File: src/rtl/avd_pkg.sv
`timescale 1ns/1ps
package avd_pkg;
  localparam int POS_W     = 11;
  localparam int LUMA_W    = 8;
  localparam int HSW_W     = 8;
  localparam int SEL_W     = 8;
  localparam int SEL_SHIFT = 3;
  localparam int N_AXIS    = 2;
  localparam int AXIS_H    = 0;
  localparam int AXIS_V    = 1;
endpackage

File: src/rtl/avd_sync_track.sv
`timescale 1ns/1ps
module avd_sync_track #(
  parameter int POS_W = avd_pkg::POS_W
) (
  input  logic             clk,
  input  logic             rst_n,
  input  logic             en,
  input  logic             hsync,
  input  logic             vsync,
  output logic             hrise,
  output logic             hfall,
  output logic             vrise,
  output logic [POS_W-1:0] x_new,
  output logic [POS_W-1:0] y_new,
  output logic [POS_W-1:0] x_prev
);
  localparam logic [POS_W-1:0] POS_MAX = {POS_W{1'b1}};

  logic             hs_q, vs_q;
  logic [POS_W-1:0] x_q, y_q, x_inc, y_inc;

  assign hrise  = en & hsync & ~hs_q;
  assign hfall  = en & ~hsync & hs_q;
  assign vrise  = en & vsync & ~vs_q;
  assign x_inc  = (x_q == POS_MAX) ? x_q : x_q + POS_W'(1);
  assign y_inc  = (y_q == POS_MAX) ? y_q : y_q + POS_W'(1);
  assign x_new  = hrise ? '0 : x_inc;
  assign y_new  = vrise ? '0 : (hrise ? y_inc : y_q);
  assign x_prev = x_q;

  always_ff @(posedge clk or negedge rst_n) begin
    if (!rst_n) begin
      hs_q <= 1'b0;
      vs_q <= 1'b0;
      x_q  <= '0;
      y_q  <= '0;
    end else if (en) begin
      hs_q <= hsync;
      vs_q <= vsync;
      x_q  <= x_new;
      y_q  <= y_new;
    end
  end


  idle_hold_chk: assert property (@(posedge clk) disable iff (!rst_n)
    !en |=> ($stable(x_q) && $stable(y_q)));
endmodule

File: src/rtl/avd_line_meas.sv
`timescale 1ns/1ps
module avd_line_meas #(
  parameter int POS_W = avd_pkg::POS_W,
  parameter int HSW_W = avd_pkg::HSW_W
) (
  input  logic             clk,
  input  logic             rst_n,
  input  logic             en,
  input  logic             hsync,
  input  logic             hrise,
  input  logic             hfall,
  input  logic             frame_start,
  input  logic [POS_W-1:0] x_prev,
  output logic [POS_W-1:0] h_total,
  output logic [HSW_W-1:0] hs_width
);
  localparam logic [POS_W-1:0] POS_MAX = {POS_W{1'b1}};
  localparam logic [HSW_W-1:0] HSW_MAX = {HSW_W{1'b1}};

  logic [POS_W-1:0] len_q, len_next;
  logic [HSW_W-1:0] hw_q, hw_next, cap_q, cap_next;

  assign len_next = hrise ? ((x_prev == POS_MAX) ? x_prev : x_prev + POS_W'(1)) : len_q;
  assign cap_next = hfall ? hw_q : cap_q;

  always_comb begin
    hw_next = hw_q;
    if (hrise)
      hw_next = HSW_W'(1);
    else if (en && hsync && hw_q != HSW_MAX)
      hw_next = hw_q + HSW_W'(1);
  end

  always_ff @(posedge clk or negedge rst_n) begin
    if (!rst_n) begin
      len_q    <= '0;
      hw_q     <= '0;
      cap_q    <= '0;
      h_total  <= '0;
      hs_width <= '0;
    end else if (en) begin
      len_q <= len_next;
      hw_q  <= hw_next;
      cap_q <= cap_next;
      if (frame_start) begin
        h_total  <= len_next;
        hs_width <= cap_next;
      end
    end
  end


  width_sat_chk: assert property (@(posedge clk) disable iff (!rst_n)
    (en && hsync && !hrise && hw_q == HSW_MAX) |=> (hw_q == HSW_MAX));
endmodule

File: src/rtl/avd_extent.sv
`timescale 1ns/1ps
module avd_extent #(
  parameter int POS_W = avd_pkg::POS_W
) (
  input  logic             clk,
  input  logic             rst_n,
  input  logic             en,
  input  logic             frame_start,
  input  logic             hit,
  input  logic [POS_W-1:0] pos,
  output logic [POS_W-1:0] ext_start,
  output logic [POS_W-1:0] ext_end
);
  localparam logic [POS_W-1:0] NONE = {POS_W{1'b1}};

  logic [POS_W-1:0] acc_s, acc_e, base_s, base_e;

  assign base_s = frame_start ? NONE : acc_s;
  assign base_e = frame_start ? '0   : acc_e;

  always_ff @(posedge clk or negedge rst_n) begin
    if (!rst_n) begin
      acc_s     <= NONE;
      acc_e     <= '0;
      ext_start <= NONE;
      ext_end   <= '0;
    end else if (en) begin
      acc_s <= (hit && pos < base_s) ? pos : base_s;
      acc_e <= (hit && pos > base_e) ? pos : base_e;
      if (frame_start) begin
        ext_start <= acc_s;
        ext_end   <= acc_e;
      end
    end
  end


  order_chk: assert property (@(posedge clk) disable iff (!rst_n)
    (ext_start != NONE) |-> (ext_start <= ext_end));
endmodule

File: src/rtl/avd_top.sv
`timescale 1ns/1ps
module avd_top
  import avd_pkg::*;
#(
  parameter int P_POS_W  = POS_W,
  parameter int P_LUMA_W = LUMA_W,
  parameter int P_HSW_W  = HSW_W,
  parameter int P_SEL_W  = SEL_W
) (
  input  logic                clk,
  input  logic                rst_n,
  input  logic                s_valid,
  output logic                s_ready,
  input  logic [P_LUMA_W-1:0] s_luma,
  input  logic                s_hsync,
  input  logic                s_vsync,
  input  logic                cfg_whole_frame,
  input  logic [P_LUMA_W-1:0] cfg_hthresh,
  input  logic [P_LUMA_W-1:0] cfg_vthresh,
  input  logic                cfg_vthresh_en,
  input  logic [P_SEL_W-1:0]  cfg_hline_sel,
  input  logic [P_SEL_W-1:0]  cfg_vcol_sel,
  output logic [P_POS_W-1:0]  h_start,
  output logic [P_POS_W-1:0]  h_end,
  output logic [P_POS_W-1:0]  v_start,
  output logic [P_POS_W-1:0]  v_end,
  output logic [P_POS_W-1:0]  h_total,
  output logic [P_HSW_W-1:0]  hs_width
);
  localparam int SELPOS_W = P_SEL_W + SEL_SHIFT;

  logic                hrise, hfall, vrise;
  logic [P_POS_W-1:0]  x_new, y_new, x_prev;
  logic [P_POS_W-1:0]  hline_pos, vcol_pos;
  logic [P_LUMA_W-1:0] v_thresh;
  logic [N_AXIS-1:0]   hit;
  logic [P_POS_W-1:0]  pos_arr   [N_AXIS];
  logic [P_POS_W-1:0]  start_arr [N_AXIS];
  logic [P_POS_W-1:0]  end_arr   [N_AXIS];

  assign s_ready   = 1'b1;
  assign v_thresh  = cfg_vthresh_en ? cfg_vthresh : cfg_hthresh;
  assign hline_pos = P_POS_W'({cfg_hline_sel, {SEL_SHIFT{1'b0}}});
  assign vcol_pos  = P_POS_W'({cfg_vcol_sel,  {SEL_SHIFT{1'b0}}});

  assign hit[AXIS_H] = s_valid && (s_luma >= cfg_hthresh) &&
                       (cfg_whole_frame || y_new == hline_pos);
  assign hit[AXIS_V] = s_valid && (s_luma >= v_thresh) &&
                       (cfg_whole_frame || x_new == vcol_pos);
  assign pos_arr[AXIS_H] = x_new;
  assign pos_arr[AXIS_V] = y_new;

  avd_sync_track #(.POS_W(P_POS_W)) u_sync (
    .clk(clk), .rst_n(rst_n), .en(s_valid), .hsync(s_hsync), .vsync(s_vsync),
    .hrise(hrise), .hfall(hfall), .vrise(vrise),
    .x_new(x_new), .y_new(y_new), .x_prev(x_prev)
  );

  avd_line_meas #(.POS_W(P_POS_W), .HSW_W(P_HSW_W)) u_meas (
    .clk(clk), .rst_n(rst_n), .en(s_valid), .hsync(s_hsync),
    .hrise(hrise), .hfall(hfall), .frame_start(vrise), .x_prev(x_prev),
    .h_total(h_total), .hs_width(hs_width)
  );

  for (genvar a = 0; a < N_AXIS; a++) begin : g_axis
    avd_extent #(.POS_W(P_POS_W)) u_ext (
      .clk(clk), .rst_n(rst_n), .en(s_valid), .frame_start(vrise),
      .hit(hit[a]), .pos(pos_arr[a]),
      .ext_start(start_arr[a]), .ext_end(end_arr[a])
    );
  end

  assign h_start = start_arr[AXIS_H];
  assign h_end   = end_arr[AXIS_H];
  assign v_start = start_arr[AXIS_V];
  assign v_end   = end_arr[AXIS_V];


  publish_hold_chk: assert property (@(posedge clk) disable iff (!rst_n)
    !vrise |=> ($stable(h_start) && $stable(h_end) && $stable(v_start) &&
                $stable(v_end) && $stable(h_total) && $stable(hs_width)));

  initial begin

    sel_fit_chk: assert (SELPOS_W <= P_POS_W);
  end
endmodule

File: config.mk
export PLATFORM = sky130hd
export DESIGN_NAME = avd_top
export DESIGN_NICKNAME = d
export VERILOG_FILES = /design/src/rtl/avd_pkg.sv /design/src/rtl/avd_sync_track.sv /design/src/rtl/avd_line_meas.sv /design/src/rtl/avd_extent.sv /design/src/rtl/avd_top.sv
export SDC_FILE = /design/constraint.sdc
export NUM_CORES = 1
export LEC_CHECK = 0
export ABC_AREA = 1
export BUFFER_PORTS_ARGS = -buffer_cell sky130_fd_sc_hd__buf_2
export CORE_MARGIN = 4
export CORE_UTILIZATION = 50
export CTS_CLUSTER_SIZE = 28
export DETAILED_ROUTE_END_ITERATION = 8
export PLACE_DENSITY = 0.67
export SLEW_MARGIN = 25
export SYNTH_ARGS = -nofsm -noshare
export SYNTH_HDL_FRONTEND = slang
export SYNTH_SLANG_ARGS = --single-unit
File: constraint.sdc
create_clock -name clk -period 3.35 [get_ports clk]
set_clock_uncertainty 0.05 [all_clocks]
set_input_delay 0.335 -clock clk [delete_from_list [all_inputs] [get_ports clk]]
set_output_delay 0.335 -clock clk [all_outputs]
set_load 0.05 [all_outputs]
## Word-level counts from Yosys, hierarchy flattened

Cells that the tools add are included.

| operators by class | value |
|---|---|
| add/sub/neg operators | 3 |
| order comparisons | 6 |
| equality and inequality tests | 5 |
| mux-type cells | 18 |
| bitwise logic cells | 9 |
| reductions and logical operators | 15 |

Operators with widths:

| operator | number |
|---|---|
| 2-to-1 mux 11 bit | 14 |
| 2-to-1 mux 8 bit | 4 |
| adder 11 x 1 -> 11 bit (second input constant) | 2 |
| == test 11 bit | 2 |
| == test 11 bit (second input constant) | 2 |
| greater-than comparator 11 bit | 2 |
| less-than comparator 11 bit | 2 |
| greater-or-equal comparator 8 bit | 2 |
| logical AND 1 bit | 10 |
| adder 8 x 1 -> 8 bit (second input constant) | 1 |
| inequality test 8 bit (second input constant) | 1 |
| AND 1 bit | 6 |
| AND reduction 2 bit | 2 |
| NOT 1 bit | 3 |
| logical OR 1 bit | 2 |
| nonzero test 2 bit | 1 |

| word-level totals | value |
|---|---|
| flip-flop bits (word level) | 158 |
| input bits | 47 |
| output and inout bits | 64 |
| word-level logic and storage cells | 73 |

## Depth between registers and ports, before layout

Gate-level depths: netlist of run 1.

| logic depth | value |
|---|---|
| depth after elaboration | 9 |
| depth in mapped cells | 20 |
| mapped depth without buffers | 19 |

## Modules after synthesis

A second synthesis of run 1 with hierarchy kept.

| unflattened totals | value |
|---|---|
| cell total of the unflattened synthesis | 1331 |
| area total of the unflattened synthesis | 10058.4 um^2 |

By module, submodules not included:

| module | instances | cells each | area an instance (um^2) | sequential area each (um^2) |
|---|---|---|---|---|
| avd_extent at g_axis[0].u_ext | 1 | 308 | 2607.5 | 1128.6 |
| avd_extent at g_axis[1].u_ext | 1 | 308 | 2605.0 | 1128.6 |
| avd_line_meas | 1 | 323 | 2411.1 | 1151.1 |
| avd_sync_track | 1 | 231 | 1612.8 | 600.6 |
| avd_top | 1 | 161 | 822.0 | 0.0 |

## Worst setup path before layout of run 1

Ideal clock, no wire load.

| timing path | value |
|---|---|
| path type | register to register |
| from | register u_sync.x_q[0], in the netlist u_sync.x_prev[0] |
| to | register g_axis[0].u_ext.acc_e[0] |
| setup time | 0.066 ns |
| data arrival time | 2.678 ns |
| required time | 3.234 ns |
| setup slack | 0.556 ns |
| cell stages (with the launch flop) | 18 |
| buffers on the path | 2 |
| clock period less this slack | 2.794 ns |
| path through | dfrtp_1 > ha_1 > nand2_2 > nor2_4 > nand3b_4 > buf_6 > o211ai_2 > inv_1 > ha_1 > nand2_1 > o21ai_0 > a21oi_1 > o221ai_1 > o31ai_1 > inv_1 > clkbuf_1 > nand4_1 > nand2_1 |

| between the ends | value |
|---|---|
| cells in the longest elaborated chain, start to end | 6 |
| elaborated cells on any way between the ends | 7 |
| those cells by class | add/sub: 1; order compare: 1; eq/ne: 1; mux: 3; reduce/logical: 1 |

RTL lines:

| element | RTL line | text |
|---|---|---|
| start, declared | avd_sync_track.sv:20 | `logic [POS_W-1:0] x_q, y_q, x_inc, y_inc;` |
| start signal, assigned | avd_sync_track.sv:40 | `x_q <= x_new;` |
| adder 11 x 1 -> 11 bit / == test 11 bit (equally long branches) | avd_sync_track.sv:25 | `assign x_inc = (x_q == POS_MAX) ? x_q : x_q + POS_W'(1);` |
| 2-to-1 mux 11 bit * | avd_sync_track.sv:25 |  |
| 2-to-1 mux 11 bit * | avd_sync_track.sv:27 | `assign x_new = hrise ? '0 : x_inc;` |
| named net g_axis[0].u_ext.pos[1] | avd_extent.sv:10 | `input logic [POS_W-1:0] pos,` |
| greater-than comparator 11 bit * | avd_extent.sv:29 | `acc_e <= (hit && pos > base_e) ? pos : base_e;` |
| logical AND 1 bit * | avd_extent.sv:29 |  |
| 2-to-1 mux 11 bit * | avd_extent.sv:29 |  |
| end signal, assigned | avd_extent.sv:29 |  |
| end, declared | avd_extent.sv:16 | `logic [POS_W-1:0] acc_s, acc_e, base_s, base_e;` |

The timed path passes the listed nets; every way through them passes the cells marked *.
A chain may end at the register's enable or synchronous reset.

## Worst setup path after layout of run 1

| timing path | value |
|---|---|
| from | register u_sync.y_q[0] |
| to | register g_axis[1].u_ext.acc_s[2] |

| between the ends | value |
|---|---|
| cells in the longest elaborated chain, start to end | 7 |
| elaborated cells on any way between the ends | 8 |
| those cells by class | add/sub: 1; order compare: 1; eq/ne: 1; mux: 4; reduce/logical: 1 |

RTL lines:

| element | RTL line | text |
|---|---|---|
| start, declared | avd_sync_track.sv:20 |  |
| start signal, assigned | avd_sync_track.sv:41 | `y_q <= y_new;` |
| adder 11 x 1 -> 11 bit / == test 11 bit (equally long branches) | avd_sync_track.sv:26 | `assign y_inc = (y_q == POS_MAX) ? y_q : y_q + POS_W'(1);` |
| 2-to-1 mux 11 bit * | avd_sync_track.sv:26 |  |
| 2-to-1 mux 11 bit * (2 in a row) | avd_sync_track.sv:28 | `assign y_new = vrise ? '0 : (hrise ? y_inc : y_q);` |
| named net g_axis[1].u_ext.pos[6] | avd_extent.sv:10 |  |
| less-than comparator 11 bit * | avd_extent.sv:28 | `acc_s <= (hit && pos < base_s) ? pos : base_s;` |
| logical AND 1 bit * | avd_extent.sv:28 |  |
| 2-to-1 mux 11 bit * | avd_extent.sv:28 |  |
| end signal, assigned | avd_extent.sv:28 |  |
| end, declared | avd_extent.sv:16 |  |

Marks and branches as above.

==> summary.md, run 1 <==
| Metric | Value |
|---|---|
| Cell depth of the worst flop-to-flop path | 18 |
| DRC viols | 0 |
| N_diodes | 0 |
| Fraction of the yosys area taken by sequential cells | 44.3% |
| Pin count of the biggest net entering global routing | 82 |
| Post-detailed-placement cell area | 0.00984 sq mm |
| Fraction of layout instances using a drive strength above 1 | 19.0% |
| Number of library cell types mapped by synthesis | 39 |
| Drt first-iter violations | 530 |
| Reg power frac | 37.0% |
| Clock slew seen by the registers of the worst setup and hold paths | 0.06 ns |
| Post-Syn Instances | 1176 |
| Total Die Area | 0.0203 sq mm |
| Sum of negative setup slack | 0 ns |
| Area overhead of the layout relative to synthesis | 15.8% |
| Arrival time of data at the critical path endpoint | 3.39 ns |
| Sum of net half-perimeters after detailed placement | 15.4 mm |
| Std-Cell Core Area | 0.0175 sq mm |
| Met1 layer usage reported by global route | 29.6% |
| Launch instance of the worst register-to-register path | u_sync.y_q[0] |
| Clk Tree Root Cell | clkbuf_16 |
| Worst Setup EP | g_axis[1].u_ext.acc_s[2] |
| Clock network fraction of design power | 25.7% |
| Clock latency at the later pin of the worst-skew pair | 0.43 ns |
| Fraction of synthesis flops using an asynchronous set or reset pin | 100% |
| GRT met2 Usage | 36.3% |
| Actual transition at the worst max-transition pin | 0.733 ns |
| YS warnings | 0 |
| Total CTS buffers | 17 |
| Post-Synthesis Net Count | 1284 |
| Number of storage elements in the synthesis netlist | 158 |
| Slew Limit Headroom | 51.1% |
| IO buf count | 109 |
| Final estimated routing congestion in global placement | 0.920 |
| Switching fraction of total power | 40.6% |
| Instance count along the most critical hold path | 3 |
| Part of the power in combinational logic | 37.4% |
| Final setup violation count | 0 |
| Element type at the critical path end | register |
| Starting density of the core | 51.6% |
| Count of pins on the block boundary | 111 |
| CTS tree | yes |
| Count of vias placed by the detailed router | 7761 |
| Busiest metal layer after global routing | met2 |
| Leakage power total | 5.64 nW |
| Fin. max-slew vios | 0 |
| Minimum setup slack after placement | 0.0832 ns |
| Final critical-path required period | 3.08 ns |
| Count of nets left with antenna violations after detail routing | 0 |
| Chip width | 143 um |
| Maximum fanout along the worst path | 11 |
| Maximum ir drop on the vdd rail | 404 uV |
| Via density per instance | 5.10 |
| Minimum setup slack in the final design | 0.274 ns |
| Per-cell routed wire length | 13.8 um |
| Endpoint of the most critical register-to-register path | g_axis[1].u_ext.acc_s[2] |
| Power Density | 692 mW/mm^2 |
| 1st-pass router iterations | 5 |
| Routed WL | 21.1 mm |
| Post-synth EDFFs | 0 |
| Site Rows | 48 |
| Clk sink count | 158 |
| Worst EP required | 3.66 ns |
| GRT Overall Usage | 21.8% |
| Global Route met3 Usage | 4.07% |
| Design area | 0.0105 sq mm |
| Predominant post-synthesis flop cell | dfrtp_1 |
| Kind of start point of the critical path | register |
| Initial antenna violation count | 0 |
| # H-tree levels | 4 |
| Maximum count of clock buffers along a single path | 2 |
| Synth Cell Area | 0.00905 sq mm |
| RSZ-0062 raised after global routing | no |
| Type of the worst setup path | register to register |
| Wire length of the first global-routing pass | 36.3 mm |
| Hold path startpoint | s_hsync |
| Startpoint of the worst setup timing path | u_sync.y_q[0] |
| Share of the core filled with cells | 59.8% |
| Synth Area per Inst | 7.70 sq um |
| Final Cycle Share | 91.8% |
| Die Y-Extent | 143 um |
| Outcome | complete, no violations |
| Design internal power | 4.31 mW |
| Peak Freq | 325 MHz |
| Hold Crit Class | primary input to register |
| Internal reg-to-reg setup slack | 0.27 ns |
| Fin. Hold Viols | 0 |
| Total global routing overflow | 0 |
| Maximum capacitance violations | 0 |
| Nets@finish | 1393 |
| Switching power | 2.94 mW |
| Vias in the first global route | 7557 |
## worst min path at each step
stage	endpoint	slack, ns
after floorplan	g_axis[0].u_ext.acc_e[0]	-0.01
after global placement	u_meas.cap_q[3]	0.38
after detailed placement	u_meas.hs_width[2]	0.38
after CTS	u_sync.vs_q	0.13
after global routing	u_sync.hs_q	0.16
final	u_sync.hs_q	0.14
## power by group through the flow
stage | registers, mW | logic, mW | clock network (mW)
3_5_place_dp | 2.71 | 2.68 | 0
4_1_cts | 2.68 | 2.70 | 1.90
6_report | 2.68 | 2.71 | 1.86
5_1_grt | 2.74 | 3.04 | 1.99
2_1_floorplan | 3.37 | 1.33 | 0
3_3_place_gp | 2.71 | 2.64 | 0
## area by class of cell
type	instances	area [sq um]
fillers	1675	7060
multi-input cells	813	4250
flip-flops and latches	158	4010
repair buffers	138	785
inverters	157	589
clock buffers	22	474
well taps	225	282
clock inverters	10	91.3
## Yosys cell counts (6+ instances only)
library cell  instances  share of area (%)
inv_1               152                6.3
nor3_1                7               0.39
clkbuf_1             27                1.1
a21oi_1              42                2.3
nand3_2               7               0.77
buf_4                 6               0.50
buf_2                 7               0.39
o21ai_0              59                3.3
ha_1                 61                8.4
nor2_1               93                3.9
nand3_1              35                1.9
a31oi_1              10               0.69
nand2_1             393                 16
dfstp_2              44                 13
nand4_1              59                4.1
dfrtp_1             114                 32
nand3b_1             10               0.83
## cells in the final DEF, fill, tap and decap left out, types with 3 or more instances in the layout
cell / netlist / layout
nand2_1: 393 / 393
inv_1: 152 / 151
dfrtp_1: 114 / 112
buf_2: 7 / 108
nor2_1: 93 / 92
ha_1: 61 / 61
nand4_1: 59 / 59
o21ai_0: 59 / 59
dfstp_2: 44 / 44
a21oi_1: 42 / 40
nand3_1: 35 / 34
buf_4: 6 / 27
clkbuf_16: 0 / 17
a31oi_1: 10 / 10
nand3b_1: 10 / 10
nor3_1: 7 / 7
nand3_2: 7 / 5
inv_2: 4 / 5
clkinvlp_4: 0 / 5
nand2_2: 4 / 4
nor2_2: 4 / 4
nor2_4: 3 / 4
xor2_1: 4 / 4
o2111ai_1: 3 / 3
o221ai_1: 3 / 3
nand3_4: 0 / 3
xnor2_1: 3 / 3
clkinv_2: 0 / 3
clkbuf_8: 0 / 3
## cells by family (layout without fill, tap and decap cells)
logic type,count (synthesis),after routing,share of synthesized area [%]
and+or+nand+nor,618,618,29.5
buffers and inverters,205,327,9.26
DFF,158,158,44.3
AOI/OAI and AO/OA,124,124,7.56
adders and majority gates,61,61,8.43
xor gates and xnor gates,7,7,0.677
muxes,2,2,0.249
other,1,1,0.0414
## worst max-delay path, cell delays in order, from the launching register on
cell and delay [ns]:
dfrtp_1 0.41, ha_1 0.23, nand2_1 0.09, nor2_2 0.15, nand3_2 0.16, nand2_1 0.16
inv_2 0.07, nand2_1 0.06, nand2_1 0.09, inv_2 0.15, ha_1 0.26, nand2_1 0.09
nor2_1 0.05, a211oi_1 0.20, o221ai_1 0.15, a21oi_2 0.19, buf_4 0.22, nand4_1 0.12
nand2_1 0.09
## flip-flops by register name, indices dropped and copies added (netlist names)
| signal | count |
|---|---|
| g_axis.u_ext.acc_s | 22 |
| g_axis.u_ext.acc_e | 22 |
| u_meas.h_total | 11 |
| u_sync.y_q | 11 |
| u_meas.cap_q | 8 |
| u_sync.hs_q | 1 |
| u_sync.x_prev | 11 |
| u_meas.hs_width | 8 |
| u_meas.len_q | 11 |
| u_meas.hw_q | 8 |
| u_sync.vs_q | 1 |
| g_axis.u_ext.ext_end | 22 |
| g_axis.u_ext.ext_start | 22 |
## timing repair
action,in CTS,in global routing
setup endpoints to repair,0,33
hold buffers,1,0
setup buffers,0,4
endpoints found under the hold margin,58,0
gates resized for setup,0,8
## metrics by stage
step / power, mW / hold WS, ns / cells
3_5_place_dp: 5.40 / 0.376 / 1486
4_1_cts: 7.28 / 0.130 / 1519
5_1_grt: 7.77 / 0.158 / 1523
6_report: 7.25 / 0.139 / 1523
2_1_floorplan: 4.70 / -0.0106 / 1176
3_3_place_gp: 5.34 / 0.382 / 1486
## per-layer routing
layer | share of wire, % | up-vias
met5 | 0 | -
met2 | 47 | 155
met1 | 47 | 3595
met4 | 1.4 | 0
li1 | - | 3984
met3 | 4.3 | 27
No activity file was read; power rests on OpenSTA's default activity.
==> inputs of run 2 (changes only) <==
--- a/config.mk
+++ b/config.mk
@@ -9,6 +9,7 @@
 export BUFFER_PORTS_ARGS = -buffer_cell sky130_fd_sc_hd__buf_2
 export CORE_MARGIN = 4
 export CORE_UTILIZATION = 50
+export CTS_BUF_LIST = sky130_fd_sc_hd__clkbuf_4
 export CTS_CLUSTER_SIZE = 28
 export DETAILED_ROUTE_END_ITERATION = 8
 export PLACE_DENSITY = 0.67
==> summary.md, run 2 (synthesized netlist as in run 1, its figures left out) <==
| Metric | Value |
|---|---|
| Count of nets left with antenna violations after detail routing | 0 |
| Slew Limit Headroom | 50.7% |
| Hold path startpoint | s_valid |
| Clk sink count | 158 |
| Launch instance of the worst register-to-register path | u_sync.y_q[0] |
| Final setup violation count | 0 |
| Outcome | complete, no violations |
| Area overhead of the layout relative to synthesis | 12.5% |
| Std-Cell Core Area | 0.0175 sq mm |
| Wire length of the first global-routing pass | 35.9 mm |
| Filler Cells Inserted | 1715 |
| Maximum fanout along the worst path | 11 |
| DRC viols | 0 |
| Routed WL | 20.9 mm |
| Vias in the first global route | 7511 |
| 1st-pass router iterations | 5 |
| Site Rows | 48 |
| Starting density of the core | 51.6% |
| Design area | 0.0102 sq mm |
| Clock network fraction of design power | 16.5% |
| Instance count along the most critical hold path | 3 |
| CP dominant cell by count | nand2_1 |
| Arrival time of data at the critical path endpoint | 3.53 ns |
| Switching fraction of total power | 44.3% |
| Clock slew seen by the registers of the worst setup and hold paths | 0.13 ns |
| Sum of negative setup slack | 0 ns |
| Switching power | 2.86 mW |
| Stage delay of the slowest cell on the critical path | 0.44 ns |
| Part of the power in combinational logic | 42.1% |
| Reg power frac | 41.5% |
| Maximum capacitance violations | 0 |
| Commonest cells after routing, fill and taps aside | nand2_1, inv_1, dfrtp_1 |
| Leakage power total | 5.51 nW |
| Maximum ir drop on the vdd rail | 358 uV |
| Initial antenna violation count | 1 |
| Clk Tree Root Cell | clkbuf_4 |
| Total CTS buffers | 17 |
| Drt first-iter violations | 480 |
| Endpoint of the most critical register-to-register path | g_axis[1].u_ext.acc_s[1] |
| Worst EP required | 3.80 ns |
| CTS tree | yes |
| Fin. Hold Viols | 0 |
| Total Die Area | 0.0203 sq mm |
| Most common library cell in the layout ignoring fill and taps | nand2_1 |
| Fraction of layout instances using a drive strength above 1 | 18.9% |
| Peak Freq | 325 MHz |
| GRT Overall Usage | 21.6% |
| Final estimated routing congestion in global placement | 0.920 |
| Slowest cell on crit path | dfrtp_1 |
| Post-detailed-placement cell area | 0.00984 sq mm |
| Endpoint, Worst Hold | u_sync.hs_q |
| Total global routing overflow | 0 |
| Fin. max-slew vios | 0 |
| Type of the worst setup path | register to register |
| Final critical-path required period | 3.08 ns |
| Count of vias placed by the detailed router | 7734 |
| Per-cell routed wire length | 13.7 um |
| Internal reg-to-reg setup slack | 0.27 ns |
| Final Cycle Share | 91.9% |
| Actual transition at the worst max-transition pin | 0.740 ns |
| Sum of net half-perimeters after detailed placement | 15.4 mm |
| Hold Crit Class | primary input to register |
| Count of pins on the block boundary | 111 |
| Cell depth of the worst flop-to-flop path | 18 |
| Die Y-Extent | 143 um |
| Critical path cell sequence | ha_1 > nand2_1 > nor2_2 > nand3_2 > nand2_1 > inv_2 > nand2_1 > nand2_1 > inv_2 > ha_1 > nand2_1 > nor2_1 > a211oi_1 > o221ai_1 > a21oi_2 > buf_4 > nand4_1 > nand2_1 |
| IO buf count | 109 |
| Design internal power | 3.60 mW |
| Sequential cell area | 0.00401 sq mm |
| Maximum count of clock buffers along a single path | 2 |
| Chip width | 143 um |
| Clock latency at the later pin of the worst-skew pair | 0.57 ns |
| Element type at the critical path end | register |
| Area of the multi-input gates | 0.00425 sq mm |
| Nets@finish | 1395 |
| Via density per instance | 5.07 |
| Pin count of the biggest net entering global routing | 82 |
| # H-tree levels | 4 |
| Power Density | 634 mW/mm^2 |
| Kind of start point of the critical path | register |
[run 2: changes by cell type in the layout (fill, tap and decap cells not counted), sizes merged]
cell / previous run / this run
clkbuf: 22 / 19
clkinv: 5 / 8
dlygate4sd3: 1 / 3
diode: 0 / 1
[run 2: how the worst max path moves through the flow]
stage,from,endpoint,cells after the start
2_1_floorplan,u_sync.x_prev[0],g_axis[0].u_ext.acc_e[0],17
3_3_place_gp,u_sync.x_prev[0],g_axis[0].u_ext.acc_e[3],16
3_5_place_dp,u_sync.x_prev[0],g_axis[0].u_ext.acc_e[5],16
4_1_cts,u_sync.x_prev[0],g_axis[0].u_ext.acc_e[5],16
5_1_grt,u_sync.x_prev[0],g_axis[0].u_ext.acc_s[7],16
6_report,u_sync.y_q[0],g_axis[1].u_ext.acc_s[1],18
[run 2: stage by stage]
| stage | setup WS, ns | hold WS [ns] | std cells | total power, mW | utilization, % |
|---|---|---|---|---|---|
| 3_3_place_gp | 0.216 | 0.382 | 1486 | 5.34 | 56.1 |
| 4_1_cts | 0.0611 | 0.0147 | 1521 | 6.47 | 57.7 |
| 6_report | 0.270 | 0.0518 | 1526 | 6.45 | 58.1 |
| 2_1_floorplan | 0.556 | -0.0106 | 1176 | 4.70 | - |
| 3_5_place_dp | 0.0832 | 0.376 | 1486 | 5.40 | 56.1 |
| 5_1_grt | -0.0276 | 0.0182 | 1526 | 6.96 | 58.1 |
[run 2: critical path, delay by kind of cell, from the launching register on]
kind / cells / cell delay (ns)
buffers and inverters: 3 / 0.43
AO/OA/AOI/OAI: 3 / 0.54
flip-flops: 1 / 0.44
AND/OR/NAND/NOR: 10 / 1.07
adder cells (fa/ha/maj): 2 / 0.49
[run 2: power by group through the flow]
stage	Clock (mW)	Combinational (mW)	Sequential, mW
floorplan	0	1.33	3.37
global placement	0	2.64	2.71
detailed placement	0	2.68	2.71
CTS	1.09	2.70	2.68
global route	1.18	3.04	2.74
finish	1.06	2.71	2.68
[run 2: repair_timing]
item,4_1_cts,5_1_grt
endpoints found under the setup margin,0,33
resized for setup,0,8
buffers inserted,0,4
hold endpoints to repair,60,0
hold buffers,3,0
[run 2: final cells by class]
class                           count  area share, %
Antenna cell                        1         0.0246
Clock buffer                       19           1.40
Clock inverter                     13           1.01
Inverter                          157           5.79
Multi-Input combinational cell    813           41.7
Sequential cell                   158           39.4
Tap cell                          225           2.76
Timing Repair Buffer              140           7.90
[run 2: routing by layer]
metal	wire [um]	GRT usage [%]	vias to the layer above
met3	738	4.27	24
met1	10100	29.3	3591
met5	0	0	-
li1	-	-	3996
met2	9780	35.5	123
met4	280	6.20	0
